**config.mk**
```make
export PLATFORM = sky130hd
export DESIGN_NAME = dmaq_top
export DESIGN_NICKNAME = d
export VERILOG_FILES = /design/src/rtl/dmaq_pkg.sv /design/src/rtl/dmaq_regs.sv /design/src/rtl/dmaq_queue.sv /design/src/rtl/dmaq_mover.sv /design/src/rtl/dmaq_top.sv
export SDC_FILE = /design/constraint.sdc
export NUM_CORES = 2
export LEC_CHECK = 0
export BUFFER_PORTS_ARGS = -buffer_cell sky130_fd_sc_hd__buf_4
export CAP_MARGIN = 15
export CORE_MARGIN = 5
export CORE_UTILIZATION = 45
export CTS_CLUSTER_DIAMETER = 80
export DETAILED_ROUTE_END_ITERATION = 10
export GPL_ROUTABILITY_DRIVEN = 0
export HOLD_SLACK_MARGIN = 0.02
export SYNTH_ARGS = -nofsm -noshare
export SYNTH_HDL_FRONTEND = slang
export SYNTH_HIERARCHICAL = 1
export SYNTH_SLANG_ARGS = --single-unit
```
**constraint.sdc**
```tcl
create_clock -name clk -period 29.1 [get_ports clk]
set_input_delay 1.455 -clock clk [delete_from_list [all_inputs] [get_ports clk]]
set_output_delay 1.455 -clock clk [all_outputs]
set_load 0.1 [all_outputs]
```
**src/rtl/dmaq_pkg.sv**
```systemverilog
// Shared constants and the queued command type for the DMA engine.
// Assumes a 32-bit register and memory data path.
package dmaq_pkg;
    localparam int ADDR_W = 32;
    localparam int DATA_W = 32;
    localparam int LEN_W  = 27;   // stored width of a word-length register

    // Register byte offsets
    localparam logic [7:0] OFS_SRC_ADDR = 8'h00;
    localparam logic [7:0] OFS_DST_ADDR = 8'h04;
    localparam logic [7:0] OFS_SRC_LEN  = 8'h08;
    localparam logic [7:0] OFS_DST_LEN  = 8'h0C;
    localparam logic [7:0] OFS_CFG      = 8'h10;
    localparam logic [7:0] OFS_INT_STS  = 8'h14;
    localparam logic [7:0] OFS_INT_MASK = 8'h18;
    localparam logic [7:0] OFS_STATUS   = 8'h1C;
    localparam logic [7:0] OFS_MISC     = 8'h20;

    // Flag bit positions in the interrupt status register
    localparam int FLG_PART = 12;
    localparam int FLG_DONE = 13;
    localparam int FLG_OVF  = 14;
    localparam int FLG_ERR  = 15;
    localparam int MISC_LOOP = 4;

    typedef struct packed {
        logic [ADDR_W-1:0] src_addr;
        logic [ADDR_W-1:0] dst_addr;
        logic [LEN_W-1:0]  src_words;
        logic [LEN_W-1:0]  dst_words;
    } dma_cmd_t;
endpackage

```
**src/rtl/dmaq_regs.sv**
```systemverilog
// Register file: command staging, configuration, flags, mask and interrupt.
// Assumes single-cycle register writes and a combinational read mux.
// A flag set by an event in the same cycle as a clearing write stays set.
module dmaq_regs
    import dmaq_pkg::*;
#(
    parameter int          QCNT_W    = 3,
    parameter logic [31:0] CFG_RESET = 32'h0000_050B,
    parameter logic [31:0] CFG_WMASK = 32'h0000_0FF0
) (
    input  logic              clk,
    input  logic              rst_n,
    input  logic              reg_wen,
    input  logic [7:0]        reg_addr,
    input  logic [31:0]       reg_wdata,
    output logic [31:0]       reg_rdata,
    output logic              push,
    output dma_cmd_t          push_cmd,
    input  logic              q_full,
    input  logic              q_empty,
    input  logic [QCNT_W-1:0] q_count,
    input  logic              ev_done,
    input  logic              ev_err,
    output logic              loop_en,
    output logic              irq
);
    localparam logic [31:0] FLG_IMPL = (32'h1 << FLG_PART) | (32'h1 << FLG_DONE)
                                     | (32'h1 << FLG_OVF)  | (32'h1 << FLG_ERR);
    localparam logic [ADDR_W-1:0] ALIGN_MASK = ~ADDR_W'(3);

    logic [ADDR_W-1:0] src_addr_q, dst_addr_q;
    logic [LEN_W-1:0]  src_len_q, dst_len_q;
    logic [31:0]       cfg_q, sts_q, mask_q, sts_set, sts_clr, stat_word;
    logic              loop_q;

    // Command push is the write to the destination length
    assign push     = reg_wen && (reg_addr == OFS_DST_LEN);
    assign push_cmd = '{src_addr:  src_addr_q & ALIGN_MASK,
                        dst_addr:  dst_addr_q & ALIGN_MASK,
                        src_words: src_len_q,
                        dst_words: reg_wdata[LEN_W-1:0]};
    assign loop_en  = loop_q;

    // Plain read/write registers
    always_ff @(posedge clk) begin : p_cfg_regs
        if (!rst_n) begin
            src_addr_q <= '0;
            dst_addr_q <= '0;
            src_len_q  <= '0;
            dst_len_q  <= '0;
            cfg_q      <= CFG_RESET;
            mask_q     <= '1;
            loop_q     <= 1'b0;
        end else if (reg_wen) begin
            case (reg_addr)
                OFS_SRC_ADDR: src_addr_q <= reg_wdata;
                OFS_DST_ADDR: dst_addr_q <= reg_wdata;
                OFS_SRC_LEN:  src_len_q  <= reg_wdata[LEN_W-1:0];
                OFS_DST_LEN:  dst_len_q  <= reg_wdata[LEN_W-1:0];
                OFS_CFG:      cfg_q      <= (cfg_q & ~CFG_WMASK) | (reg_wdata & CFG_WMASK);
                OFS_INT_MASK: mask_q     <= reg_wdata;
                OFS_MISC:     loop_q     <= reg_wdata[MISC_LOOP];
                default: ;
            endcase
        end
    end

    // Event set vector and write-one-to-clear vector
    always_comb begin : p_flag_vectors
        sts_set           = '0;
        sts_set[FLG_DONE] = ev_done;
        sts_set[FLG_PART] = ev_done;
        sts_set[FLG_ERR]  = ev_err;
        sts_set[FLG_OVF]  = push && q_full;
        sts_clr = (reg_wen && reg_addr == OFS_INT_STS) ? reg_wdata : '0;
    end

    // Sticky flags: events set, writes of one clear
    always_ff @(posedge clk) begin : p_flags
        if (!rst_n) sts_q <= '0;
        else        sts_q <= ((sts_q & ~sts_clr) | sts_set) & FLG_IMPL;
    end

    assign irq = |(sts_q & ~mask_q);

    // Read-only queue status word
    always_comb begin : p_status_word
        stat_word             = '0;
        stat_word[31]         = q_full;
        stat_word[30]         = q_empty;
        stat_word[QCNT_W-1:0] = q_count;
    end

    // Read multiplexer
    always_comb begin : p_read_mux
        case (reg_addr)
            OFS_SRC_ADDR: reg_rdata = src_addr_q;
            OFS_DST_ADDR: reg_rdata = dst_addr_q;
            OFS_SRC_LEN:  reg_rdata = 32'(src_len_q);
            OFS_DST_LEN:  reg_rdata = 32'(dst_len_q);
            OFS_CFG:      reg_rdata = cfg_q;
            OFS_INT_STS:  reg_rdata = sts_q;
            OFS_INT_MASK: reg_rdata = mask_q;
            OFS_STATUS:   reg_rdata = stat_word;
            OFS_MISC:     reg_rdata = 32'(loop_q) << MISC_LOOP;
            default:      reg_rdata = '0;
        endcase
    end

    AST_OVF_ON_FULL: assert property (@(posedge clk) disable iff (!rst_n)
        $rose(sts_q[FLG_OVF]) |-> $past(push && q_full));
endmodule

```
**src/rtl/dmaq_queue.sv**
```systemverilog
// In-order command queue. The head entry stays in place while the engine
// works on it and leaves only on pop. A push while full is ignored.
module dmaq_queue
    import dmaq_pkg::*;
#(
    parameter  int DEPTH  = 4,
    localparam int PTR_W  = (DEPTH > 1) ? $clog2(DEPTH) : 1,
    localparam int CNT_W  = $clog2(DEPTH + 1)
) (
    input  logic             clk,
    input  logic             rst_n,
    input  logic             push,
    input  dma_cmd_t         push_cmd,
    input  logic             pop,
    output dma_cmd_t         head,
    output logic [CNT_W-1:0] count,
    output logic             full,
    output logic             empty
);
    dma_cmd_t         slot [DEPTH];
    logic [PTR_W-1:0] wr_ptr, rd_ptr;
    logic             do_push, do_pop;

    assign full    = (count == CNT_W'(DEPTH));
    assign empty   = (count == '0);
    assign do_push = push && !full;
    assign do_pop  = pop && !empty;
    assign head    = slot[rd_ptr];

    function automatic logic [PTR_W-1:0] next_ptr(input logic [PTR_W-1:0] p);
        return (p == PTR_W'(DEPTH - 1)) ? '0 : p + 1'b1;
    endfunction

    // One storage slot per queue entry
    for (genvar g = 0; g < DEPTH; g++) begin : g_slot
        always_ff @(posedge clk) begin : p_slot
            if (!rst_n)                                slot[g] <= '0;
            else if (do_push && wr_ptr == PTR_W'(g))   slot[g] <= push_cmd;
        end
    end

    // Pointers and occupancy
    always_ff @(posedge clk) begin : p_ptrs
        if (!rst_n) begin
            wr_ptr <= '0;
            rd_ptr <= '0;
            count  <= '0;
        end else begin
            if (do_push) wr_ptr <= next_ptr(wr_ptr);
            if (do_pop)  rd_ptr <= next_ptr(rd_ptr);
            count <= count + CNT_W'(do_push) - CNT_W'(do_pop);
        end
    end

    AST_POP_NONEMPTY: assert property (@(posedge clk) disable iff (!rst_n)
        pop |-> !empty);
endmodule

```
**src/rtl/dmaq_mover.sv**
```systemverilog
// Step engine: loads the queue head, splits it into steps of at most
// BURST_WORDS, reads each word (and in loopback writes it back), then
// retires the command with done or error. Assumes read data is valid in
// the cycle the read request is accepted.
module dmaq_mover
    import dmaq_pkg::*;
#(
    parameter  int BURST_WORDS = 256,
    localparam int BW_W        = $clog2(BURST_WORDS + 1)
) (
    input  logic              clk,
    input  logic              rst_n,
    input  dma_cmd_t          head,
    input  logic              q_empty,
    input  logic              loop_en,
    output logic              pop,
    output logic              ev_done,
    output logic              ev_err,
    output logic              mem_req_valid,
    output logic              mem_req_write,
    output logic [ADDR_W-1:0] mem_req_addr,
    output logic [DATA_W-1:0] mem_req_wdata,
    input  logic              mem_req_ready,
    input  logic [DATA_W-1:0] mem_rdata,
    output logic              sink_valid,
    output logic [DATA_W-1:0] sink_data
);
    typedef enum logic [1:0] {S_IDLE, S_PLAN, S_READ, S_WRITE} state_t;

    state_t            state;
    logic [ADDR_W-1:0] src_a, dst_a;
    logic [LEN_W-1:0]  src_n, dst_n, step_w;
    logic [BW_W-1:0]   burst_n, beats_left;
    logic [DATA_W-1:0] data_q;
    logic              loop_act, both_zero, last_beat, rd_fire;

    // Step size for the next burst
    always_comb begin : p_step_size
        step_w = (src_n < LEN_W'(BURST_WORDS)) ? src_n : LEN_W'(BURST_WORDS);
        if (loop_en && dst_n < step_w) step_w = dst_n;
    end

    assign both_zero = (src_n == '0) && (dst_n == '0);
    assign ev_done   = (state == S_PLAN) && both_zero;
    assign ev_err    = (state == S_PLAN) && !both_zero && (step_w == '0);
    assign pop       = ev_done || ev_err;
    assign last_beat = (beats_left == BW_W'(1));
    assign rd_fire   = (state == S_READ) && mem_req_ready;

    assign mem_req_valid = (state == S_READ) || (state == S_WRITE);
    assign mem_req_write = (state == S_WRITE);
    assign mem_req_addr  = (state == S_WRITE) ? dst_a : src_a;
    assign mem_req_wdata = data_q;
    assign sink_valid    = rd_fire && !loop_act;
    assign sink_data     = mem_rdata;

    // Command sequencing and residual bookkeeping
    always_ff @(posedge clk) begin : p_engine
        if (!rst_n) begin
            state      <= S_IDLE;
            src_a      <= '0;
            dst_a      <= '0;
            src_n      <= '0;
            dst_n      <= '0;
            burst_n    <= '0;
            beats_left <= '0;
            data_q     <= '0;
            loop_act   <= 1'b0;
        end else begin
            case (state)
                S_IDLE: if (!q_empty) begin
                    src_a <= head.src_addr;
                    dst_a <= head.dst_addr;
                    src_n <= head.src_words;
                    dst_n <= head.dst_words;
                    state <= S_PLAN;
                end
                S_PLAN: begin
                    loop_act <= loop_en;
                    if (pop) begin
                        state <= S_IDLE;
                    end else begin
                        burst_n    <= BW_W'(step_w);
                        beats_left <= BW_W'(step_w);
                        state      <= S_READ;
                    end
                end
                S_READ: if (mem_req_ready) begin
                    data_q <= mem_rdata;
                    src_a  <= src_a + ADDR_W'(4);
                    if (loop_act) begin
                        state <= S_WRITE;
                    end else begin
                        beats_left <= beats_left - 1'b1;
                        if (last_beat) begin
                            src_n <= src_n - LEN_W'(burst_n);
                            state <= S_PLAN;
                        end
                    end
                end
                S_WRITE: if (mem_req_ready) begin
                    dst_a      <= dst_a + ADDR_W'(4);
                    beats_left <= beats_left - 1'b1;
                    if (last_beat) begin
                        src_n <= src_n - LEN_W'(burst_n);
                        dst_n <= dst_n - LEN_W'(burst_n);
                        state <= S_PLAN;
                    end else begin
                        state <= S_READ;
                    end
                end
                default: state <= S_IDLE;
            endcase
        end
    end

    AST_REQ_HOLD: assert property (@(posedge clk) disable iff (!rst_n)
        (mem_req_valid && !mem_req_ready) |=> (mem_req_valid && $stable(mem_req_addr)
            && $stable(mem_req_write) && $stable(mem_req_wdata)));
    AST_ADDR_ALIGN: assert property (@(posedge clk) disable iff (!rst_n)
        mem_req_valid |-> (mem_req_addr[1:0] == 2'b00));
    AST_SINK_NO_WRITE: assert property (@(posedge clk) disable iff (!rst_n)
        sink_valid |-> !mem_req_write);
endmodule

```
**src/rtl/dmaq_top.sv**
```systemverilog
// Queued DMA engine top: register file, command queue and step engine.
// Assumes one register access per cycle and a single memory port.
module dmaq_top
    import dmaq_pkg::*;
#(
    parameter  int QUEUE_DEPTH = 4,
    parameter  int BURST_WORDS = 256,
    localparam int QCNT_W      = $clog2(QUEUE_DEPTH + 1)
) (
    input  logic        clk,
    input  logic        rst_n,
    input  logic        reg_wen,
    input  logic [7:0]  reg_addr,
    input  logic [31:0] reg_wdata,
    output logic [31:0] reg_rdata,
    output logic        mem_req_valid,
    output logic        mem_req_write,
    output logic [31:0] mem_req_addr,
    output logic [31:0] mem_req_wdata,
    input  logic        mem_req_ready,
    input  logic [31:0] mem_rdata,
    output logic        sink_valid,
    output logic [31:0] sink_data,
    output logic        irq
);
    dma_cmd_t          push_cmd, head;
    logic              push, pop, q_full, q_empty, ev_done, ev_err, loop_en;
    logic [QCNT_W-1:0] q_count;

    dmaq_regs #(.QCNT_W(QCNT_W)) u_regs (
        .clk(clk), .rst_n(rst_n),
        .reg_wen(reg_wen), .reg_addr(reg_addr), .reg_wdata(reg_wdata),
        .reg_rdata(reg_rdata),
        .push(push), .push_cmd(push_cmd),
        .q_full(q_full), .q_empty(q_empty), .q_count(q_count),
        .ev_done(ev_done), .ev_err(ev_err),
        .loop_en(loop_en), .irq(irq)
    );

    dmaq_queue #(.DEPTH(QUEUE_DEPTH)) u_queue (
        .clk(clk), .rst_n(rst_n),
        .push(push), .push_cmd(push_cmd), .pop(pop),
        .head(head), .count(q_count), .full(q_full), .empty(q_empty)
    );

    dmaq_mover #(.BURST_WORDS(BURST_WORDS)) u_mover (
        .clk(clk), .rst_n(rst_n),
        .head(head), .q_empty(q_empty), .loop_en(loop_en),
        .pop(pop), .ev_done(ev_done), .ev_err(ev_err),
        .mem_req_valid(mem_req_valid), .mem_req_write(mem_req_write),
        .mem_req_addr(mem_req_addr), .mem_req_wdata(mem_req_wdata),
        .mem_req_ready(mem_req_ready), .mem_rdata(mem_rdata),
        .sink_valid(sink_valid), .sink_data(sink_data)
    );

    AST_BUSY_HAS_CMD: assert property (@(posedge clk) disable iff (!rst_n)
        mem_req_valid |-> !q_empty);
endmodule

```
==> results.toml <==
[synth]
synth_ff_type = "edfxtp_1"
synth-seq-cells = 815
syn_area_um2 = 40200
synthArstFlopShare = 0
synth_top_area_share = 0.353
synth.area.top_cells = "edfxtp_1 (35%), dfxtp_1 (17%), and2_1 (7.4%)"
synth.yosys.warnings = 6
seq_area_frac_synth = 0.523
synth_top_area_cell = "edfxtp_1"
syn_area_per_cell_um2 = 10.7
synthCells = 3770
synth_cell_types = 99
synth-edff-count = 472

[worst_setup_path]
critPathRequiredTime_ps = 29380
critPathLaunchType = "input pin"
critical_path_arrival_ps = 6220
cp_max_fo = 62
crit_type = "in2reg"
end_kind = "register"

[finish]
final_nets = 3890
final_cell_mix = "nand2_1 (635), and2_1 (473), edfxtp_1 (472), dfxtp_1 (340), buf_4 (248)"
final_common_cell = "nand2_1"
final_cells = 4995
syn_to_final_growth_pct = 10.9
drive_above_1_share = 0.157

[pwr]
finalPower_mw = 2.49
leakage_nw = 16.2
vdd_drop_max_mv = 0.0443
p_per_area_nw_per_um2 = 55.9

[timing]
rsz0062_at_grt = "false"
fmax_mhz = 168
tightest_slew_ps = 1110
finalCritPeriodShare = 0.204
period_minus_slack_ps = 5950
setup_slack_ps = 23150
setup_viol = 0
timing.hold.ws_ps = 454
fin_worst_skew_ps = 31.9
hold_violations = 0
slew_violations = 0
worst_slew_margin_rel = 0.260
fin_setup_tns_ps = 0

[flow_run]
max-cap-violations = 0

[die]
dieArea_um2 = 95400
initial_utilization = 0.454
fp-row-count = 109
die_w_um = 309
io_pins = 208
core_um2 = 88500
die-height_um = 309

[clocking]
ctsLongestPathBuffers = 3
cts_max_level = 3
cts.sinks = 815
clkTransAtPathRegs_ps = 60
insertion_delay_ps = 660
cts-hold-fix-buffers = 0
cts_buffers = 90
ctsResizeCount = 0
cts_tree = "yes"
cts_setup_buffers = 0
cts-root-buf = "clkbuf_16"

[detailed_routing]
postRouteWirelength_um = 116000
drcViolationCount = 0
wire_per_inst_um = 23.2
via_per_inst = 5.71
num_vias = 28500
detail-route-antenna-nets = 0
drtIter0Drc = 2967
drt_first_pass_iters = 6

[placement]
dpl.cell_count = 4829
port_buffers = 207
post-dp-hpwl_um = 75900
preCtsSetupSlack_ps = 22600

[grt]
met2_usage = 0.368
grt_pass1_wl_um = 174000
grtUsageMet1 = 0.349
grt_pass1_vias = 26900
grt_max_degree = 95
grt_overflow = 0
track_usage = 0.237
met3_usage = 0.0390
grt_busiest_layer = "met2"
antenna_found_initial = 3

[run_status]
status = "complete, no violations"

[hold_path]
hp-class = "reg2reg"
==> synthesized netlist by cell type (15+ instances only) <==
cell type,number
a211oi_1,34
a21boi_0,15
a21boi_1,114
a21oi_1,170
a221oi_1,15
a22oi_1,42
a31oi_1,28
and2_1,473
and2_4,20
and3_1,19
buf_2,35
buf_4,133
buf_6,17
clkbuf_1,176
dfxtp_1,343
edfxtp_1,472
ha_1,55
inv_1,43
mux2i_1,37
mux4_2,121
nand2_1,636
nand3_1,93
nand4_1,17
nor2_1,163
nor2b_1,16
nor3_1,38
nor4_1,23
o211ai_1,16
o21a_1,15
o21ai_0,108
o22ai_1,22
or3_1,15
==> state kept, by name, summed over array words and instances (netlist names), 32 cells and up, named ones only <==
signal                 flops
u_regs/mask_q             32
u_mover/dst_a             32
u_mover/mem_req_wdata     32
u_regs/dst_addr_q         32
u_queue/slot             472
u_regs/src_addr_q         32
u_mover/src_a             32
==> path summary, 6_finish.rpt <==
path / start / end / slack [ps] / cells after the start
max: reg_addr[5] / u_queue/slot[3][85] / 23150 / 8
min: u_regs/dst_len_q[12] / u_regs/dst_len_q[12] / 450 / 2
max reg2reg: u_mover/src_n[9] / u_queue/count[2] / 23170 / 21
min reg2reg: u_regs/dst_len_q[12] / u_regs/dst_len_q[12] / 450 / 2
==> per-layer routing <==
| metal | wire, um | part of all wire | vias up |
|---|---|---|---|
| li1 | - | - | 13400 |
| met1 | 51900 | 0.45 | 13900 |
| met2 | 52100 | 0.45 | 1119 |
| met3 | 9470 | 0.082 | 142 |
| met4 | 2530 | 0.022 | 2 |
| met5 | 13 | 0.00011 | - |
==> final cells by class <==
class	count	area [um^2]
antenna	1	2.50
clock buffer	126	2520
clock inverter	39	419
fill	7952	43900
inverter	46	176
multi-input combinational	2553	17100
sequential	815	21000
tap	1165	1460
timing repair buffer	250	1890
==> metrics by stage <==
| stage | instance area [um^2] | util |
|---|---|---|
| floorplan | 40300 | - |
| global placement | 41600 | 0.470 |
| detailed placement | 41600 | 0.470 |
| CTS | 44600 | 0.504 |
| global route | 44600 | 0.504 |
| finish | 44600 | 0.504 |
==> where the power goes <==
part	leakage, nW	total, mW	switching (mW)	internal (mW)
logic	7.09	0.116	0.0837	0.0319
clock network	1.43	1.13	0.475	0.655
registers	7.64	1.25	0.00747	1.24
total	16.2	2.49	0.567	1.93
==> worst max-delay path, cell delays in order <==
cell,delay [ps]
buf_4,140
nor4_4,770
nand3_2,690
inv_2,730
nand2b_1,470
o21ai_4,240
buf_4,710
buf_4,800
==> cell families after synthesis <==
group,share of synthesized area
other,0.000187
AO/OA/AOI/OAI,0.121
XOR/XNOR,0.00174
adder cells (fa/ha/maj),0.0186
flip-flops,0.523
multiplexers,0.0792
AND/OR/NAND/NOR,0.200
buffers and inverters,0.0566
Power figures use the tool's default switching activity.
